## config.mk

```make
export PLATFORM = sky130hd
export DESIGN_NAME = pipelined_bus_arbiter
export DESIGN_NICKNAME = d
export VERILOG_FILES = /design/src/rtl/busarb_pkg.sv /design/src/rtl/arb_winner_pick.sv /design/src/rtl/data_tenure_track.sv /design/src/rtl/bus_lock_keeper.sv /design/src/rtl/addr_tenure_ctrl.sv /design/src/rtl/pipelined_bus_arbiter.sv
export SDC_FILE = /design/constraint.sdc
export NUM_CORES = 1
export LEC_CHECK = 0
export BUFFER_PORTS_ARGS = -buffer_cell sky130_fd_sc_hd__buf_2
export CAP_MARGIN = 20
export CORE_ASPECT_RATIO = 1.1
export CORE_UTILIZATION = 36
export DETAILED_ROUTE_END_ITERATION = 16
export PLACE_DENSITY = 0.81
export SYNTH_ARGS = -nofsm -noshare
export SYNTH_HDL_FRONTEND = slang
export SYNTH_HIERARCHICAL = 1
export SYNTH_SLANG_ARGS = --single-unit
export TNS_END_PERCENT = 20
```

## constraint.sdc

```tcl
create_clock -name clk -period 7.75 [get_ports clk]
set_clock_uncertainty 0.15 [all_clocks]
set_input_delay 0.775 -clock clk [delete_from_list [all_inputs] [get_ports clk]]
set_output_delay 0.775 -clock clk [all_outputs]
set_load 0.02 [all_outputs]
```

## src/rtl/busarb_pkg.sv

```systemverilog
package busarb_pkg;
  typedef enum logic {ARB_IDLE, ARB_ADDR} arb_state_e;
  typedef logic [1:0] prio_t;
  localparam int PRIO_LEVELS = 4;
endpackage

```

## src/rtl/arb_winner_pick.sv

```systemverilog
module arb_winner_pick #(
  parameter int N_MASTERS = 4,
  parameter int IW = (N_MASTERS > 1) ? $clog2(N_MASTERS) : 1
) (
  input  logic [N_MASTERS-1:0]   elig,
  input  logic [2*N_MASTERS-1:0] prio,
  input  logic [IW-1:0]          last_id,
  output logic                   any,
  output logic [IW-1:0]          win_id
);
  import busarb_pkg::*;

  logic [N_MASTERS-1:0] lvl_mask [PRIO_LEVELS];
  logic [N_MASTERS-1:0] top_mask;

  // one mask per priority level
  for (genvar gl = 0; gl < PRIO_LEVELS; gl++) begin : g_lvl
    for (genvar gi = 0; gi < N_MASTERS; gi++) begin : g_m
      assign lvl_mask[gl][gi] = elig[gi] && (prio[2*gi +: 2] == prio_t'(gl));
    end
  end

  // the highest level that has any candidate
  always_comb begin
    top_mask = '0;
    for (int l = PRIO_LEVELS - 1; l >= 0; l--) begin
      if (top_mask == '0) top_mask = lvl_mask[l];
    end
  end

  // rotate from the master after the last one granted
  always_comb begin
    logic found;
    int   idx;
    found  = 1'b0;
    win_id = '0;
    for (int k = 0; k < N_MASTERS; k++) begin
      idx = int'(last_id) + 1 + k;
      if (idx >= N_MASTERS) idx = idx - N_MASTERS;
      if (!found && top_mask[idx]) begin
        found  = 1'b1;
        win_id = IW'(idx);
      end
    end
    any = |top_mask;
  end
endmodule

```

## src/rtl/data_tenure_track.sv

```systemverilog
module data_tenure_track #(
  parameter int PIPE_DEPTH = 1
) (
  input  logic clk,
  input  logic rst_n,
  input  logic open_evt,
  input  logic close_evt,
  output logic busy,
  output logic full
);
  localparam int CAP = PIPE_DEPTH + 1;
  localparam int CW  = $clog2(CAP + 1);

  logic [CW-1:0] open_cnt;
  logic          close_ok;
  logic          open_ok;

  assign close_ok = close_evt && (open_cnt != '0);
  assign open_ok  = open_evt && (open_cnt != CW'(CAP));

  always_ff @(posedge clk) begin
    if (!rst_n) begin
      open_cnt <= '0;
    end else begin
      case ({open_ok, close_ok})
        2'b10:   open_cnt <= open_cnt + 1'b1;
        2'b01:   open_cnt <= open_cnt - 1'b1;
        default: open_cnt <= open_cnt;
      endcase
    end
  end

  assign busy = (open_cnt != '0);
  assign full = (open_cnt == CW'(CAP));
endmodule

```

## src/rtl/bus_lock_keeper.sv

```systemverilog
module bus_lock_keeper #(
  parameter int N_MASTERS = 4,
  parameter int IW = (N_MASTERS > 1) ? $clog2(N_MASTERS) : 1
) (
  input  logic                 clk,
  input  logic                 rst_n,
  input  logic                 take,
  input  logic [IW-1:0]        take_id,
  input  logic [N_MASTERS-1:0] hold,
  output logic                 locked,
  output logic [IW-1:0]        owner
);
  always_ff @(posedge clk) begin
    if (!rst_n) begin
      locked <= 1'b0;
      owner  <= '0;
    end else if (take) begin
      locked <= 1'b1;
      owner  <= take_id;
    end else if (locked && !hold[owner]) begin
      locked <= 1'b0;
    end
  end
endmodule

```

## src/rtl/addr_tenure_ctrl.sv

```systemverilog
module addr_tenure_ctrl #(
  parameter int N_MASTERS   = 4,
  parameter int ADDR_W      = 32,
  parameter int QUAL_W      = 4,
  parameter int TIMEOUT_CYC = 16,
  parameter int IW = (N_MASTERS > 1) ? $clog2(N_MASTERS) : 1
) (
  input  logic                 clk,
  input  logic                 rst_n,
  input  logic                 start_ok,
  input  logic [IW-1:0]        start_id,
  input  logic [ADDR_W-1:0]    start_addr,
  input  logic [QUAL_W-1:0]    start_qual,
  input  logic                 start_rnw,
  input  logic                 slv_ack,
  output logic [N_MASTERS-1:0] gnt_o,
  output logic [IW-1:0]        owner_o,
  output logic [IW-1:0]        last_id_o,
  output logic                 active_o,
  output logic                 avalid_o,
  output logic [ADDR_W-1:0]    addr_o,
  output logic [QUAL_W-1:0]    qual_o,
  output logic                 rnw_o,
  output logic                 ack_evt_o,
  output logic                 tmo_evt_o
);
  import busarb_pkg::*;

  localparam int TW = $clog2(TIMEOUT_CYC + 1);

  arb_state_e    state;
  logic [TW-1:0] wait_cnt;
  logic          at_limit;

  assign at_limit = (wait_cnt == TW'(TIMEOUT_CYC - 1));

  always_ff @(posedge clk) begin
    if (!rst_n) begin
      state     <= ARB_IDLE;
      owner_o   <= '0;
      last_id_o <= IW'(N_MASTERS - 1);
      avalid_o  <= 1'b0;
      addr_o    <= '0;
      qual_o    <= '0;
      rnw_o     <= 1'b0;
      wait_cnt  <= '0;
    end else begin
      case (state)
        ARB_IDLE: begin
          avalid_o <= 1'b0;
          if (start_ok) begin
            state     <= ARB_ADDR;
            owner_o   <= start_id;
            last_id_o <= start_id;
            addr_o    <= start_addr;
            qual_o    <= start_qual;
            rnw_o     <= start_rnw;
            avalid_o  <= 1'b1;
            wait_cnt  <= '0;
          end
        end
        ARB_ADDR: begin
          avalid_o <= 1'b0;
          if (slv_ack || at_limit) begin
            state <= ARB_IDLE;
          end else begin
            wait_cnt <= wait_cnt + 1'b1;
          end
        end
        default: state <= ARB_IDLE;
      endcase
    end
  end

  assign active_o  = (state == ARB_ADDR);
  assign ack_evt_o = active_o && slv_ack;
  assign tmo_evt_o = active_o && !slv_ack && at_limit;

  for (genvar gi = 0; gi < N_MASTERS; gi++) begin : g_gnt
    assign gnt_o[gi] = active_o && (owner_o == IW'(gi));
  end
endmodule

```

## src/rtl/pipelined_bus_arbiter.sv

```systemverilog
module pipelined_bus_arbiter #(
  parameter int N_MASTERS   = 4,
  parameter int ADDR_W      = 32,
  parameter int QUAL_W      = 4,
  parameter int TIMEOUT_CYC = 16,
  parameter int PIPE_DEPTH  = 1,
  localparam int IW = (N_MASTERS > 1) ? $clog2(N_MASTERS) : 1
) (
  input  logic                        clk,
  input  logic                        rst_n,
  input  logic [N_MASTERS-1:0]        m_req,
  input  logic [2*N_MASTERS-1:0]      m_prio,
  input  logic [N_MASTERS-1:0]        m_lock,
  input  logic [N_MASTERS-1:0]        m_rnw,
  input  logic [N_MASTERS*ADDR_W-1:0] m_addr,
  input  logic [N_MASTERS*QUAL_W-1:0] m_qual,
  output logic [N_MASTERS-1:0]        m_gnt,
  output logic [N_MASTERS-1:0]        m_done,
  output logic [N_MASTERS-1:0]        m_err,
  output logic                        s_avalid,
  output logic [ADDR_W-1:0]           s_addr,
  output logic                        s_rnw,
  output logic [QUAL_W-1:0]           s_qual,
  output logic [IW-1:0]               s_master,
  input  logic                        s_aack,
  input  logic                        s_rd_done,
  input  logic                        s_wr_done,
  output logic                        rd_busy,
  output logic                        wr_busy,
  output logic                        rd_full,
  output logic                        wr_full,
  output logic                        bus_locked
);
  localparam int DIR_RD = 0;
  localparam int DIR_WR = 1;

  logic [N_MASTERS-1:0] elig;
  logic                 pick_any;
  logic [IW-1:0]        pick_id;
  logic [IW-1:0]        last_id;
  logic [IW-1:0]        owner;
  logic [IW-1:0]        lock_owner;
  logic                 active;
  logic                 ack_evt;
  logic                 tmo_evt;
  logic [ADDR_W-1:0]    pick_addr;
  logic [QUAL_W-1:0]    pick_qual;
  logic                 pick_rnw;
  logic [1:0]           dir_busy;
  logic [1:0]           dir_full;
  logic [1:0]           dir_close;

  // eligibility: requesting, not blocked by a foreign lock, direction slot free
  for (genvar gi = 0; gi < N_MASTERS; gi++) begin : g_elig
    logic lock_ok;
    logic slot_ok;
    assign lock_ok  = !bus_locked || (lock_owner == IW'(gi));
    assign slot_ok  = m_rnw[gi] ? !dir_full[DIR_RD] : !dir_full[DIR_WR];
    assign elig[gi] = m_req[gi] && lock_ok && slot_ok;
  end

  arb_winner_pick #(
    .N_MASTERS(N_MASTERS),
    .IW       (IW)
  ) u_pick (
    .elig   (elig),
    .prio   (m_prio),
    .last_id(last_id),
    .any    (pick_any),
    .win_id (pick_id)
  );

  // fields of the winner
  always_comb begin
    pick_addr = '0;
    pick_qual = '0;
    pick_rnw  = 1'b0;
    for (int i = 0; i < N_MASTERS; i++) begin
      if (pick_id == IW'(i)) begin
        pick_addr = m_addr[i*ADDR_W +: ADDR_W];
        pick_qual = m_qual[i*QUAL_W +: QUAL_W];
        pick_rnw  = m_rnw[i];
      end
    end
  end

  addr_tenure_ctrl #(
    .N_MASTERS  (N_MASTERS),
    .ADDR_W     (ADDR_W),
    .QUAL_W     (QUAL_W),
    .TIMEOUT_CYC(TIMEOUT_CYC),
    .IW         (IW)
  ) u_addr (
    .clk       (clk),
    .rst_n     (rst_n),
    .start_ok  (pick_any),
    .start_id  (pick_id),
    .start_addr(pick_addr),
    .start_qual(pick_qual),
    .start_rnw (pick_rnw),
    .slv_ack   (s_aack),
    .gnt_o     (m_gnt),
    .owner_o   (owner),
    .last_id_o (last_id),
    .active_o  (active),
    .avalid_o  (s_avalid),
    .addr_o    (s_addr),
    .qual_o    (s_qual),
    .rnw_o     (s_rnw),
    .ack_evt_o (ack_evt),
    .tmo_evt_o (tmo_evt)
  );

  assign s_master = owner;
  assign m_done   = m_gnt & {N_MASTERS{ack_evt}};
  assign m_err    = m_gnt & {N_MASTERS{tmo_evt}};

  // per-direction data tenure tracking
  assign dir_close[DIR_RD] = s_rd_done;
  assign dir_close[DIR_WR] = s_wr_done;

  for (genvar gd = 0; gd < 2; gd++) begin : g_dir
    logic open_evt;
    assign open_evt = ack_evt && (s_rnw == (gd == DIR_RD));
    data_tenure_track #(
      .PIPE_DEPTH(PIPE_DEPTH)
    ) u_track (
      .clk      (clk),
      .rst_n    (rst_n),
      .open_evt (open_evt),
      .close_evt(dir_close[gd]),
      .busy     (dir_busy[gd]),
      .full     (dir_full[gd])
    );
  end

  assign rd_busy = dir_busy[DIR_RD];
  assign wr_busy = dir_busy[DIR_WR];
  assign rd_full = dir_full[DIR_RD];
  assign wr_full = dir_full[DIR_WR];

  bus_lock_keeper #(
    .N_MASTERS(N_MASTERS),
    .IW       (IW)
  ) u_lock (
    .clk    (clk),
    .rst_n  (rst_n),
    .take   (ack_evt && m_lock[owner]),
    .take_id(owner),
    .hold   (m_lock),
    .locked (bus_locked),
    .owner  (lock_owner)
  );

  logic unused_ok;
  assign unused_ok = active;
endmodule

```

==> results.json <==
{
  "status": "completed",
  "period_minus_slack_ns": 4.96,
  "cts_buffer_depth": 2,
  "synth_area_mm2": 0.00374,
  "max_freq_mhz": 202,
  "place_congestion": 0.973,
  "portBuffers": 225,
  "ys_seq_area_share_pct": 29.4,
  "wire_per_inst_um": 15.1,
  "fin_util_pct": 50.3,
  "power.total_mw": 1.18,
  "grt_pass1_wl_mm": 16.4,
  "max_cap_viol_count": 0,
  "rsz0062_at_grt": "no",
  "dr.pass1.iters": 4,
  "io_pins": 226,
  "antenna_left": 0,
  "cp-start-kind": "input pin",
  "synthCells": 385,
  "cts_tree": "built",
  "fp-row-count": 38,
  "slew-limit-headroom_pct": 38.4,
  "clk_pin_slew_worst_paths_ns": 0.11,
  "via_per_inst": 5.33,
  "ys_top_cells_by_area": "dfxtp_1, mux4_2, nand2_1",
  "dp_hpwl_mm": 8.63,
  "cts_sinks": 55,
  "crit_path_max_fanout": 34,
  "grt_pass1_vias": 3584,
  "drt_iter0_drc": 150,
  "synth_cell_type_count": 48,
  "antenna_found_initial": 0,
  "p_leak_nw": 2.34,
  "cp_data_required_time_ns": 7.79,
  "antenna_cells": 0,
  "yosys-top-cells-count": "nand2_1, dfxtp_1, a21boi_0",
  "drive_gt1_share_pct": 46.8,
  "routed_wl_mm": 10.9,
  "setup_violations": 0,
  "vias": 3825,
  "placed_cell_area_mm2": 0.00490,
  "start_util_pct": 37.5,
  "yosysTopAreaCell": "dfxtp_1",
  "synth_nets": 558,
  "critical_path_arrival_ns": 5.00,
  "areaGrowthSynthToFinish_pct": 34.3,
  "regArea_mm2": 0.00110,
  "slew_viol_final": 0,
  "ys_async_sr_fraction_pct": 0,
  "power_per_cell_area_mw_per_mm2": 234,
  "grt-ovfl-total": 0,
  "core_mm2": 0.00998,
  "hold_viol": 0,
  "layout.nets": 770,
  "synth_edf_count": 0,
  "drc": 0,
  "cts-htree-levels": 2,
  "synth_warnings": 6,
  "fin_area_mm2": 0.00503,
  "synth_seq_cells": 55,
  "synth_ff_type": "dfxtp_1",
  "ir_worst_vdd_uv": 112,
  "cts_made_buffers": 5,
  "fin_crit_sh_pct": 64.0,
  "n_fill_cell": 957,
  "cts-hold-fix-buffers": 0,
  "clk_latency_ns": 0.30,
  "crit_type": "input pin to register",
  "grt_max_degree": 60,
  "fin_setup_tns_ns": 0,
  "dieArea_mm2": 0.0108,
  "syn_avg_cell_area_um2": 9.72,
  "clockRootBuffer": "clkbuf_8",
  "yosysTopAreaCellShare_pct": 29.4,
  "postCtsSetupBuffers": 0,
  "multi_input_comb_area_mm2": 0.00245,
  "die_w_um": 99.2,
  "hp-class": "register to register",
  "grt_usage_pct": 19.2,
  "die_height_um": 109,
  "cts-resized-gates": 0,
  "yosysMostFrequentCell": "nand2_1",
  "tightest_slew_ns": 0.924,
  "cp-end-kind": "register"
}
[final timing paths]
| kind | cells after the start | startpoint | slack [ns] | endpoint |
|---|---|---|---|---|
| worst max-delay path | 13 | m_rnw[3] | 2.79 | u_addr/addr_o[0] |
| worst min-delay path | 2 | u_addr/qual_o[1] | 0.32 | u_addr/qual_o[1] |
| worst max register to register | 13 | g_dir[1].u_track/open_cnt[0] | 2.82 | u_addr/addr_o[0] |
| worst min register to register | 2 | u_addr/qual_o[1] | 0.32 | u_addr/qual_o[1] |
[where the power goes]
group / internal, mW / switching, mW
combinational: 0.276 / 0.316
clock: 0.106 / 0.0975
sequential: 0.341 / 0.0405
[logic make-up after synthesis]
group,synth area share [%]
xor gates and xnor gates,0.936
buffers and inverters,5.28
AOI/OAI and AO/OA,15.7
adders and majority gates,1.34
and+or+nand+nor,21.2
muxes,26.1
DFF,29.4
[placed cells by master, fill, tap and decap left out, types with 2 or more instances in the layout]
| master | n |
|---|---|
| buf_2 | 225 |
| nand2_1 | 91 |
| dfxtp_1 | 55 |
| a21boi_0 | 41 |
| mux4_2 | 31 |
| and2_1 | 16 |
| nand3_1 | 12 |
| inv_1 | 11 |
| mux4_1 | 7 |
| nor2b_1 | 7 |
| a21oi_1 | 7 |
| mux2i_1 | 6 |
| o21ai_0 | 6 |
| clkbuf_8 | 6 |
| nor2_1 | 6 |
| and3_1 | 5 |
| nand3b_1 | 5 |
| a211oi_1 | 4 |
| xnor2_1 | 4 |
| ha_1 | 4 |
| and3b_1 | 4 |
| nand2b_1 | 3 |
| mux2_2 | 3 |
| or3_1 | 3 |
| a41oi_1 | 3 |
| or2_2 | 2 |
| a21boi_1 | 2 |
| buf_4 | 2 |
| nor3b_1 | 2 |
| nand4_1 | 2 |
| o221ai_1 | 2 |
| o211ai_1 | 2 |
[final cells by class]
type                       instances  area share (%)
inverter                          11           0.822
sequential                        55            21.9
multi-input combinational        296            48.8
clock buffer                       6            1.64
tap                              120            2.99
timing repair buffer             228            23.1
clock inverter                     2           0.772
[flip-flops by register name, indices dropped and copies added, names as in the netlist]
signal / cells
u_addr/active_o: 1
u_addr/addr_o: 32
u_addr/rnw_o: 1
u_lock/owner: 2
u_lock/locked: 1
u_addr/last_id_o: 2
u_addr/owner_o: 2
u_addr/wait_cnt: 5
g_dir.u_track/open_cnt: 4
u_addr/qual_o: 4
u_addr/avalid_o: 1
[critical path, cell delays in order]
cell and delay, ns:
buf_2 0.09, mux2_2 0.33, a211oi_1 0.75, nand3_1 0.22, a31oi_2 0.28, nor2_1 0.11, o31ai_2 0.37, a41oi_1 0.18
o211ai_1 0.72, buf_12 0.35, mux4_1 0.60, nand2_1 0.08, a21boi_0 0.11
[per-stage QoR]
| step | hold slack (ns) | worst slack (ns) | instances |
|---|---|---|---|
| global placement | 0.300 | 2.79 | 710 |
| detailed placement | 0.306 | 2.47 | 710 |
| floorplan | 0.303 | 3.71 | 385 |
| global route | 0.346 | 2.51 | 718 |
| CTS | 0.322 | 2.81 | 718 |
| finish | 0.315 | 2.79 | 718 |
[per-layer routing]
| metal | vias up | wire (um) | GRT usage, % |
|---|---|---|---|
| li1 | 1829 | - | - |
| met1 | 1810 | 4270 | 21.9 |
| met2 | 176 | 5870 | 37.0 |
| met3 | 10 | 637 | 3.21 |
| met4 | 0 | 74 | 4.73 |
| met5 | - | 0 | 0 |
Note: power is estimated with default switching activity, not from simulation.
